<file path="src/rtl/pwr_seq_pkg.sv">
package pwr_seq_pkg;

    typedef enum logic [2:0] {
        SEQ_IDLE   = 3'd0,
        SEQ_UP     = 3'd1,
        SEQ_PGWAIT = 3'd2,
        SEQ_RUN    = 3'd3,
        SEQ_DOWN   = 3'd4,
        SEQ_FOFF   = 3'd5
    } seq_state_e;

    // Reasons for leaving the powered states
    typedef struct packed {
        logic ov;   // over-voltage on any rail
        logic win;  // rail out of window while running
        logic req;  // board enable low or command strobe
    } dn_cause_t;

    function automatic int clog2_min1(input int n);
        return (n > 1) ? $clog2(n) : 1;
    endfunction

    function automatic logic is_powered(input seq_state_e s);
        return (s == SEQ_UP) || (s == SEQ_PGWAIT) || (s == SEQ_RUN);
    endfunction

    function automatic logic any_cause(input dn_cause_t c);
        return c.ov | c.win | c.req;
    endfunction

    function automatic logic is_fault(input dn_cause_t c);
        return c.ov | c.win;
    endfunction

endpackage

</file>
<file path="src/rtl/pwr_seq_fsm.sv">
module pwr_seq_fsm
    import pwr_seq_pkg::*;
#(
    parameter int N_RAILS = 4,
    parameter int DLY_W   = 8,
    parameter int IDX_W   = clog2_min1(N_RAILS)
) (
    input  logic                       clk_i,
    input  logic                       rst_i,
    input  logic                       board_en_i,
    input  logic                       vin_ok_i,
    input  logic [N_RAILS-1:0]         rail_inwin_i,
    input  logic [N_RAILS-1:0]         rail_ov_i,
    input  logic                       cmd_off_i,
    input  logic [N_RAILS*IDX_W-1:0]   cfg_order_i,
    input  logic [DLY_W-1:0]           cfg_step_dly_i,
    input  logic [DLY_W-1:0]           cfg_pg_dly_i,
    input  logic                       cfg_trip_mode_i,
    output logic [N_RAILS-1:0]         rail_on_o,
    output logic                       aux_o,
    output logic                       pg_o,
    output logic                       trip_o
);
    localparam int CNT_W = $clog2(N_RAILS + 1);
    localparam logic [N_RAILS-1:0] RAIL_ONE = N_RAILS'(1);
    localparam logic [CNT_W-1:0]   LAST_UP  = CNT_W'(N_RAILS - 1);

    seq_state_e           state_q;
    logic [CNT_W-1:0]     cnt_q;
    logic [DLY_W-1:0]     tmr_q;
    logic [N_RAILS-1:0]   rail_on_q;
    logic                 aux_q, pg_q, trip_q, flt_q, hold_q;

    logic [IDX_W-1:0]     up_sel, dn_sel;
    logic [N_RAILS-1:0]   up_mask, dn_mask;
    dn_cause_t            cause;
    logic                 tmr_done;

    // Slot lookup: rail for the next step up and for the next step down
    always_comb begin
        up_sel = '0;
        dn_sel = '0;
        for (int k = 0; k < N_RAILS; k++) begin
            if (cnt_q == CNT_W'(k))     up_sel = cfg_order_i[k*IDX_W +: IDX_W];
            if (cnt_q == CNT_W'(k + 1)) dn_sel = cfg_order_i[k*IDX_W +: IDX_W];
        end
    end

    assign up_mask  = RAIL_ONE << up_sel;
    assign dn_mask  = RAIL_ONE << dn_sel;
    assign tmr_done = (tmr_q == '0);

    always_comb begin
        cause.ov  = is_powered(state_q) & (|rail_ov_i);
        cause.win = (state_q == SEQ_RUN) & ~(&rail_inwin_i);
        cause.req = is_powered(state_q) & (~board_en_i | cmd_off_i);
    end

    always_ff @(posedge clk_i) begin
        if (rst_i) begin
            state_q   <= SEQ_IDLE;
            cnt_q     <= '0;
            tmr_q     <= '0;
            rail_on_q <= '0;
            aux_q     <= 1'b0;
            pg_q      <= 1'b0;
            trip_q    <= 1'b0;
            flt_q     <= 1'b0;
            hold_q    <= 1'b0;
        end else begin
            if (!board_en_i) hold_q <= 1'b0;
            if (is_powered(state_q) && any_cause(cause)) begin
                // Leave the powered states: power good goes first
                state_q <= SEQ_DOWN;
                pg_q    <= 1'b0;
                tmr_q   <= cfg_step_dly_i;
                if (is_fault(cause)) flt_q <= 1'b1;
                if (cause.ov) begin
                    aux_q  <= 1'b0;
                    trip_q <= cfg_trip_mode_i;
                end
                if (cmd_off_i) hold_q <= 1'b1;
            end else begin
                unique case (state_q)
                    SEQ_IDLE: begin
                        if (board_en_i && vin_ok_i && !hold_q) begin
                            state_q <= SEQ_UP;
                            aux_q   <= 1'b1;
                            cnt_q   <= '0;
                            tmr_q   <= cfg_step_dly_i;
                        end
                    end
                    SEQ_UP: begin
                        if (!tmr_done) begin
                            tmr_q <= tmr_q - DLY_W'(1);
                        end else begin
                            rail_on_q <= rail_on_q | up_mask;
                            cnt_q     <= cnt_q + CNT_W'(1);
                            if (cnt_q == LAST_UP) begin
                                state_q <= SEQ_PGWAIT;
                                tmr_q   <= cfg_pg_dly_i;
                            end else begin
                                tmr_q   <= cfg_step_dly_i;
                            end
                        end
                    end
                    SEQ_PGWAIT: begin
                        if (!(&rail_inwin_i)) begin
                            tmr_q <= cfg_pg_dly_i;
                        end else if (!tmr_done) begin
                            tmr_q <= tmr_q - DLY_W'(1);
                        end else begin
                            pg_q    <= 1'b1;
                            state_q <= SEQ_RUN;
                        end
                    end
                    SEQ_RUN: begin
                        pg_q <= 1'b1;
                    end
                    SEQ_DOWN: begin
                        if (!tmr_done) begin
                            tmr_q <= tmr_q - DLY_W'(1);
                        end else if (cnt_q != '0) begin
                            rail_on_q <= rail_on_q & ~dn_mask;
                            cnt_q     <= cnt_q - CNT_W'(1);
                            tmr_q     <= cfg_step_dly_i;
                        end else begin
                            aux_q   <= 1'b0;
                            state_q <= flt_q ? SEQ_FOFF : SEQ_IDLE;
                        end
                    end
                    SEQ_FOFF: begin
                        if (!board_en_i) begin
                            state_q <= SEQ_IDLE;
                            flt_q   <= 1'b0;
                            trip_q  <= 1'b0;
                        end
                    end
                    default: state_q <= SEQ_IDLE;
                endcase
            end
        end
    end

    assign rail_on_o = rail_on_q;
    assign aux_o     = aux_q;
    assign pg_o      = pg_q;
    assign trip_o    = trip_q;

endmodule

</file>
<file path="src/rtl/pwr_seq_enmap.sv">
module pwr_seq_enmap #(
    parameter int N_RAILS = 4,
    parameter int N_EN    = 3
) (
    input  logic [N_RAILS-1:0]      rail_on_i,
    input  logic [N_EN*N_RAILS-1:0] cfg_en_map_i,
    output logic [N_EN-1:0]         rail_en_o
);
    for (genvar j = 0; j < N_EN; j++) begin : g_en
        assign rail_en_o[j] = |(rail_on_i & cfg_en_map_i[j*N_RAILS +: N_RAILS]);
    end
endmodule

</file>
<file path="src/rtl/pwr_seq_rstgen.sv">
module pwr_seq_rstgen #(
    parameter int N_RAILS = 4,
    parameter int N_RST   = 2
) (
    input  logic                       clk_i,
    input  logic                       rst_i,
    input  logic                       rst_in_i,
    input  logic [N_RAILS-1:0]         rail_inwin_i,
    input  logic [N_RST-1:0]           cmd_rst_ovr_i,
    input  logic [N_RST-1:0]           cmd_rst_val_i,
    input  logic [N_RST*N_RAILS-1:0]   cfg_rst_mask_i,
    output logic [N_RST-1:0]           rst_o
);
    for (genvar k = 0; k < N_RST; k++) begin : g_rst
        logic out_q;
        logic watch_bad;
        assign watch_bad = |(cfg_rst_mask_i[k*N_RAILS +: N_RAILS] & ~rail_inwin_i);
        always_ff @(posedge clk_i) begin
            if (rst_i)                 out_q <= 1'b1;
            else if (cmd_rst_ovr_i[k]) out_q <= cmd_rst_val_i[k];
            else                       out_q <= rst_in_i | watch_bad;
        end
        assign rst_o[k] = out_q;
    end
endmodule

</file>
<file path="src/rtl/pwr_seq_ctrl.sv">
module pwr_seq_ctrl
    import pwr_seq_pkg::*;
#(
    parameter int N_RAILS = 4,
    parameter int N_EN    = 3,
    parameter int N_RST   = 2,
    parameter int DLY_W   = 8
) (
    input  logic                                   clk_i,
    input  logic                                   rst_i,
    input  logic                                   board_en_i,
    input  logic                                   vin_ok_i,
    input  logic [N_RAILS-1:0]                     rail_inwin_i,
    input  logic [N_RAILS-1:0]                     rail_ov_i,
    input  logic                                   cmd_off_i,
    input  logic                                   rst_in_i,
    input  logic [N_RST-1:0]                       cmd_rst_ovr_i,
    input  logic [N_RST-1:0]                       cmd_rst_val_i,
    input  logic [N_RAILS*clog2_min1(N_RAILS)-1:0] cfg_order_i,
    input  logic [N_EN*N_RAILS-1:0]                cfg_en_map_i,
    input  logic [N_RST*N_RAILS-1:0]               cfg_rst_mask_i,
    input  logic [DLY_W-1:0]                       cfg_step_dly_i,
    input  logic [DLY_W-1:0]                       cfg_pg_dly_i,
    input  logic                                   cfg_trip_mode_i,
    output logic [N_EN-1:0]                        rail_en_o,
    output logic                                   aux_en_o,
    output logic                                   pg_o,
    output logic                                   ovp_trip_o,
    output logic [N_RST-1:0]                       rst_o
);
    localparam int IDX_W = clog2_min1(N_RAILS);

    logic [N_RAILS-1:0] rail_on;

    pwr_seq_fsm #(
        .N_RAILS (N_RAILS),
        .DLY_W   (DLY_W),
        .IDX_W   (IDX_W)
    ) fsm_i (
        .clk_i           (clk_i),
        .rst_i           (rst_i),
        .board_en_i      (board_en_i),
        .vin_ok_i        (vin_ok_i),
        .rail_inwin_i    (rail_inwin_i),
        .rail_ov_i       (rail_ov_i),
        .cmd_off_i       (cmd_off_i),
        .cfg_order_i     (cfg_order_i),
        .cfg_step_dly_i  (cfg_step_dly_i),
        .cfg_pg_dly_i    (cfg_pg_dly_i),
        .cfg_trip_mode_i (cfg_trip_mode_i),
        .rail_on_o       (rail_on),
        .aux_o           (aux_en_o),
        .pg_o            (pg_o),
        .trip_o          (ovp_trip_o)
    );

    pwr_seq_enmap #(
        .N_RAILS (N_RAILS),
        .N_EN    (N_EN)
    ) enmap_i (
        .rail_on_i    (rail_on),
        .cfg_en_map_i (cfg_en_map_i),
        .rail_en_o    (rail_en_o)
    );

    pwr_seq_rstgen #(
        .N_RAILS (N_RAILS),
        .N_RST   (N_RST)
    ) rstgen_i (
        .clk_i          (clk_i),
        .rst_i          (rst_i),
        .rst_in_i       (rst_in_i),
        .rail_inwin_i   (rail_inwin_i),
        .cmd_rst_ovr_i  (cmd_rst_ovr_i),
        .cmd_rst_val_i  (cmd_rst_val_i),
        .cfg_rst_mask_i (cfg_rst_mask_i),
        .rst_o          (rst_o)
    );

endmodule

</file>
<file path="config.mk">
export PLATFORM = sky130hd
export DESIGN_NAME = pwr_seq_ctrl
export DESIGN_NICKNAME = d
export VERILOG_FILES = /design/src/rtl/pwr_seq_pkg.sv /design/src/rtl/pwr_seq_fsm.sv /design/src/rtl/pwr_seq_enmap.sv /design/src/rtl/pwr_seq_rstgen.sv /design/src/rtl/pwr_seq_ctrl.sv
export SDC_FILE = /design/constraint.sdc
export NUM_CORES = 1
export LEC_CHECK = 0
export BUFFER_PORTS_ARGS = -buffer_cell sky130_fd_sc_hd__buf_4
export CORE_UTILIZATION = 45
export DETAILED_ROUTE_END_ITERATION = 12
export PLACE_DENSITY = 0.72
export RECOVER_POWER = 50
export SYNTH_ARGS = -nofsm -noshare
export SYNTH_HDL_FRONTEND = slang
export SYNTH_HIERARCHICAL = 1
export SYNTH_SLANG_ARGS = --single-unit
</file>
<file path="constraint.sdc">
create_clock -name clk_i -period 3 [get_ports clk_i]
set_clock_uncertainty 0.05 [all_clocks]
set_input_delay 0.3 -clock clk_i [delete_from_list [all_inputs] [get_ports clk_i]]
set_output_delay 0.3 -clock clk_i [all_outputs]
set_load 0.1 [all_outputs]
</file>
== Yosys cells after proc, flatten, opt, wreduce, memory -nomap -nowiden ==
Index checks and enable logic that the tools add are counted.

* Logic and storage cells: 160
* Input port bits: 63
* Flip-flop bits (word level): 25
* Output and inout port bits: 8

* Equality and inequality tests: 32
* Add/sub/neg operators: 3
* Muxes and demuxes: 57
* Bitwise logic cells: 21
* Reduce and logical (&&, ||, !) cells: 33
* Shift operators: 2

{| class="wikitable"
|+ Operators by type and width
! operator !! count
|-
| two-way mux 8 bit || 8
|-
| two-way mux 3 bit || 14
|-
| one-hot mux 8 bit (4 select lines) || 1
|-
| bitwise AND 4 bit || 6
|-
| OR reduction 4 bit || 6
|-
| two-way mux 1 bit || 18
|-
| inequality test 2 x 1 -> 1 bit (second input constant) || 9
|-
| one-hot mux 3 bit (6 select lines) || 1
|-
| AND reduction 9 bit || 2
|-
| two-way mux 2 bit || 8
|-
| inequality test 3 x 2 -> 1 bit (second input constant) || 5
|-
| == test 3 x 2 -> 1 bit (second input constant) || 4
|-
| two-way mux 4 bit || 3
|-
| AND reduction 5 bit || 2
|-
| == test 3 bit (second input constant) || 3
|-
| one-hot mux 3 bit (3 select lines) || 1
|-
| AND reduction 3 bit || 3
|-
| nonzero test 3 bit || 3
|-
| zero test 8 bit || 1
|-
| inequality test 2 bit (second input constant) || 4
|-
| inequality test 4 bit (second input constant) || 2
|-
| inverter 4 bit || 2
|-
| one-hot mux 4 bit (2 select lines) || 1
|-
| AND reduction 4 bit || 2
|-
| 20 further kinds || 39
|}

== Longest topological paths before layout ==
* Word-level depth: 11
* Mapped depth: 9
* Mapped depth without buffers: 7

== Hierarchy ==
Netlist, hierarchy kept.

{| class="wikitable"
|+ By module, submodules not included
! module !! times used !! cells each !! area an instance (um^2) !! sequential area each (um^2)
|-
| pwr_seq_fsm || 1 || 254 || 1959.4 || 460.4
|-
| pwr_seq_rstgen || 1 || 16 || 145.1 || 40.0
|-
| pwr_seq_enmap || 1 || 9 || 56.3 || 0.0
|}

== Least setup slack after synthesis ==
Ideal clock, no wire load.

* Kind: input to register
* Start point: input port rail_ov_i[1]
* End point: register fsm_i.cnt_q[0]
* Setup time: 0.071 ns
* Stages: 6
* Data arrival time: 2.009 ns
* Path buffers: 1
* Setup slack: 0.871 ns
* Data required time: 2.879 ns
* Cells stage by stage: or4_4 buf_6 or3_4 o22a_1 a2111o_1 a21oi_1

* Longest elaborated chain between the ends: 7

{| class="wikitable"
|+ Ends and longest elaborated chain
! element !! line !! text
|-
| start: declaration || pwr_seq_ctrl.sv:14 || <nowiki>input logic [N_RAILS-1:0] rail_ov_i,</nowiki>
|-
| OR reduction 4 bit || pwr_seq_fsm.sv:54 || <nowiki>cause.ov = is_powered(state_q) & (|rail_ov_i);</nowiki>
|-
| bitwise AND 1 bit || pwr_seq_fsm.sv:54 ||
|-
| OR 1 bit (2 in a row) || pwr_seq_pkg.sv:28 || <nowiki>return c.ov | c.win | c.req;</nowiki>
|-
| logical AND 1 bit || pwr_seq_fsm.sv:72 || <nowiki>if (is_powered(state_q) && any_cause(cause)) begin</nowiki>
|-
| inverter 1 bit (no source line) || - ||
|-
| AND reduction 6 bit (no source line) || - ||
|-
| end signal: assignment || pwr_seq_fsm.sv:98 || <nowiki>cnt_q <= cnt_q + CNT_W'(1);</nowiki>
|-
| end signal: assignment || pwr_seq_fsm.sv:125 || <nowiki>cnt_q <= cnt_q - CNT_W'(1);</nowiki>
|-
| end: declaration || pwr_seq_fsm.sv:29 || <nowiki>logic [CNT_W-1:0] cnt_q;</nowiki>
|}

Every way passes these cells.
A chain may end at the register's enable or synchronous reset.

== Worst setup path after layout ==
* Start point: register fsm_i.tmr_q[3]
* End point: register fsm_i.tmr_q[2]

* Longest elaborated chain between the ends: 4

{| class="wikitable"
|+ Ends and longest elaborated chain
! element !! line !! text
|-
| start: declaration || pwr_seq_fsm.sv:30 || <nowiki>logic [DLY_W-1:0] tmr_q;</nowiki>
|-
| start signal: assignment || pwr_seq_fsm.sv:76 || <nowiki>tmr_q <= cfg_step_dly_i;</nowiki>
|-
| start signal: assignment || pwr_seq_fsm.sv:90 || <nowiki>tmr_q <= cfg_step_dly_i;</nowiki>
|-
| start signal: assignment || pwr_seq_fsm.sv:95 || <nowiki>tmr_q <= tmr_q - DLY_W'(1);</nowiki>
|-
| zero test 8 bit * || pwr_seq_fsm.sv:51 || <nowiki>assign tmr_done = (tmr_q == '0);</nowiki>
|-
| two-way mux 8 bit, on equally long branches || pwr_seq_fsm.sv:121, pwr_seq_fsm.sv:94 ||
|-
| one-hot mux 8 bit (4 select lines) || pwr_seq_fsm.sv:84 || <nowiki>unique case (state_q)</nowiki>
|-
| two-way mux 8 bit || pwr_seq_fsm.sv:72 ||
|}

Mark *: on every way between the ends. The rest lies on a longest branch, timed or not.

==> summary.md <==
| Metric | Value |
|---|---|
| P per Cell Area | 865.5 nW/um2 |
| Core area | 4474 um2 |
| TritonCTS clock tree | yes |
| Clock root buffer | clkbuf_8 |
| Asr flop ratio synth | 0% |
| Final hold viol count | 0 |
| GR Overflow Total | 0 |
| Crit path max fanout | 9 |
| CTS clk-pin slew, worst paths | 100 ps |
| Vias in the first global route | 2174 |
| Max Clock Freq | 0.4333 GHz |
| DIE WIDTH | 71.30 um |
| # diodes | 0 |
| Initial DRC Count | 156 |
| Leakage | 1.045 nW |
| Initial antenna violation count | 0 |
| Via density | 6.286 |
| Final Util | 60.29% |
| Cell Area, Synth | 2161 um2 |
| Fin Setup TNS | 0 ps |
| WP buf/inv | 0 |
| Final Max Tran Viols | 0 |
| First-pass GRT wire length | 9.901 mm |
| CTS sink count | 25 |
| Count of final setup violators | 0 |
| Num rows | 24 |
| Worst stage delay on the critical path | 700 ps |
| Worst IR Drop VDD | 0.4455 mV |
| Final worst-path cycle share | 76.94% |
| Post-CTS setup buffers | 0 |
| Post_cts resized | 0 |
| I/O pins | 71 |
| Synth unique cells | 64 |
| PortBufs | 70 |
| Initial Util | 48.29% |
| Slowest cell on crit path | or4_1 |
| Htree depth | 1 |
| Synth Register Bits | 25 |
| Via count | 2458 |
| First-pass iteration count of the detailed router | 11 |
| Cell family with most CP delay | compound AO/OA/AOI/OAI gates |
| DRC Markers | 9 |
| Setup Slack @ Placement | 716.8 ps |
| Clock buffer depth | 2 |
| CP cell instances | or4_1 > o21ai_2 > o21a_2 > nand2_1 > a311oi_1 |
| DP HPWL | 4.566 mm |
| Syn_area_per_cell | 7.745 um2 |
| Die footprint | 5083 um2 |
| Hold-fix buffers at CTS | 0 |
| Post-synth EDFFs | 0 |
| Share of layout cells above drive strength 1 | 23.89% |
| Worst Path Required | 3140 ps |
| RSZ-0062 raised after global routing | no |
| Seq/Total Area, Yosys | 23.16% |
| Largest net degree at the start of global routing | 27 |
| Critical setup path kind | register to register |
| GPL Wtd Cong | 0.8869 |
| Max transition margin | 21.41% |
| Height of the chip | 71.30 um |
| YS warnings | 6 |
| Area delta synth->final | 24.84% |
| Top FF cell, synth | dfxtp_1 |
| Max-cap violations | 0 |
| Post-Route WL | 6.161 mm |
| Hold Path Class | input port to register |
| Final WS setup | 691.9 ps |
| Minimum clock period | 2308 ps |
| WP data arrival | 2450 ps |
| Critical path startpoint category | register |
| WL/cell | 15.76 um |
| Number of routed nets with antenna violations | 0 |
| Total Routing Usage GR | 24.07% |
| Worst skew pair latency | 270 ps |
| Worst setup EP type | register |
| Final Net Count | 411 |
| Hold_ws | 210.0 ps |
| Mapped Cells | 279 |
| TritonCTS Buffers | 3 |
| Post-Syn Nets | 350 |
| Failing checks | DRC |
| Worst Max-Slew Pin Slew | 1184 ps |
| Status | finished, violations left |
-- power by group --
| group | leakage [nW] | switching [W] | internal, W |
|---|---|---|---|
| combinational | 0.814 | 0.000924 | 0.000609 |
| clock | 0.0255 | 0.000118 | 0.0000932 |
| sequential | 0.205 | 0.000155 | 0.000436 |
| total | 1.04 | 0.00120 | 0.00114 |
-- through the flow --
| stage | cells | power, W | cell area (um2) |
|---|---|---|---|
| floorplan | 279 | 0.001772 | 2161 |
| global placement | 387 | 0.002111 | 2691 |
| detailed placement | 387 | 0.002125 | 2691 |
| CTS | 391 | 0.002336 | 2738 |
| global route | 391 | 0.002539 | 2698 |
| finish | 391 | 0.002335 | 2698 |
-- cell usage in the layout, fill, tap and decap left out, types with 3 or more instances in the layout --
master     n
buf_4     65
dfxtp_1   25
nand2_1   20
o21ai_0   18
nor3_1    16
inv_1     14
a21oi_1   13
nor2_1    12
a22oi_1    9
a31oi_1    9
clkbuf_1   9
a21boi_0   8
a311oi_1   8
ha_1       8
nor2b_1    7
nand2b_1   6
nor3b_1    6
or4_1      5
a221oi_1   4
a211oi_1   4
nor4_1     4
a32oi_1    4
or3_1      4
xnor2_1    4
clkbuf_8   3
nand3b_1   3
o22ai_1    3
o22a_1     3
-- flip-flops by register name, indices dropped and copies added (netlist names) --
register / flops
fsm_i/cnt_q: 3
fsm_i/hold_q: 1
rstgen_i/g_rst.out_q: 2
fsm_i/aux_o: 1
fsm_i/rail_on_o: 4
fsm_i/flt_q: 1
fsm_i/pg_o: 1
fsm_i/tmr_q: 8
fsm_i/state_q: 3
fsm_i/trip_o: 1
-- worst paths after layout --
path                                  startpoint                       to  cells past startpoint  slack (ps)
worst max-delay path              fsm_i/tmr_q[3]           fsm_i/tmr_q[2]                      5         690
worst min-delay path            cmd_rst_val_i[1]  rstgen_i/g_rst[1].out_q                      3         210
worst min register to register      fsm_i/hold_q             fsm_i/hold_q                      2         460
worst max register to register    fsm_i/tmr_q[3]           fsm_i/tmr_q[2]                      5         690
-- cells in the mapped netlist, types with 8 or more instances --
master	count	share of area [%]
nor3_1	16	3.7
dfxtp_1	25	23
a21oi_1	13	3.0
a311oi_1	8	3.2
a21boi_0	8	2.8
o21ai_0	18	4.2
a31oi_1	9	2.6
inv_1	14	2.4
ha_1	8	4.6
nor2_1	12	2.1
clkbuf_1	10	1.7
nand2_1	20	3.5
a22oi_1	9	3.1
-- routing by layer --
| layer | share of wire, % | wire length, um | vias up | GRT usage (%) |
|---|---|---|---|---|
| met5 | 0 | 0 | - | 0 |
| li1 | - | - | 1201 | - |
| met3 | 9.5 | 584 | 6 | 4.219 |
| met2 | 46 | 2851 | 117 | 40.85 |
| met4 | 0.76 | 47 | 0 | 5.778 |
| met1 | 43 | 2678 | 1134 | 31.84 |
-- logic make-up after synthesis --
kind of cell	after synthesis	share of synthesized area, %
simple gates	96	25.01
mux	3	1.448
xor+xnor	5	2.027
compound gates	108	36.31
flops	25	23.16
fa+ha+maj	9	5.096
buf+inv	33	6.948
-- worst min-delay path: cells and delay by family --
family                 cells  cell delay, ps
buffers and inverters      1              80
and+or+nand+nor            1              30
AOI/OAI and AO/OA          1              90
-- area by class of cell --
class | count | area [um2]
fill | 442 | 1777
multi-input combinational | 221 | 1504
timing repair buffer | 75 | 529.3
sequential | 25 | 500.5
tap | 52 | 65.06
inverter | 14 | 52.55
clock buffer | 3 | 41.29
clock inverter | 1 | 5.005
Note: power is estimated with default switching activity, not from simulation.
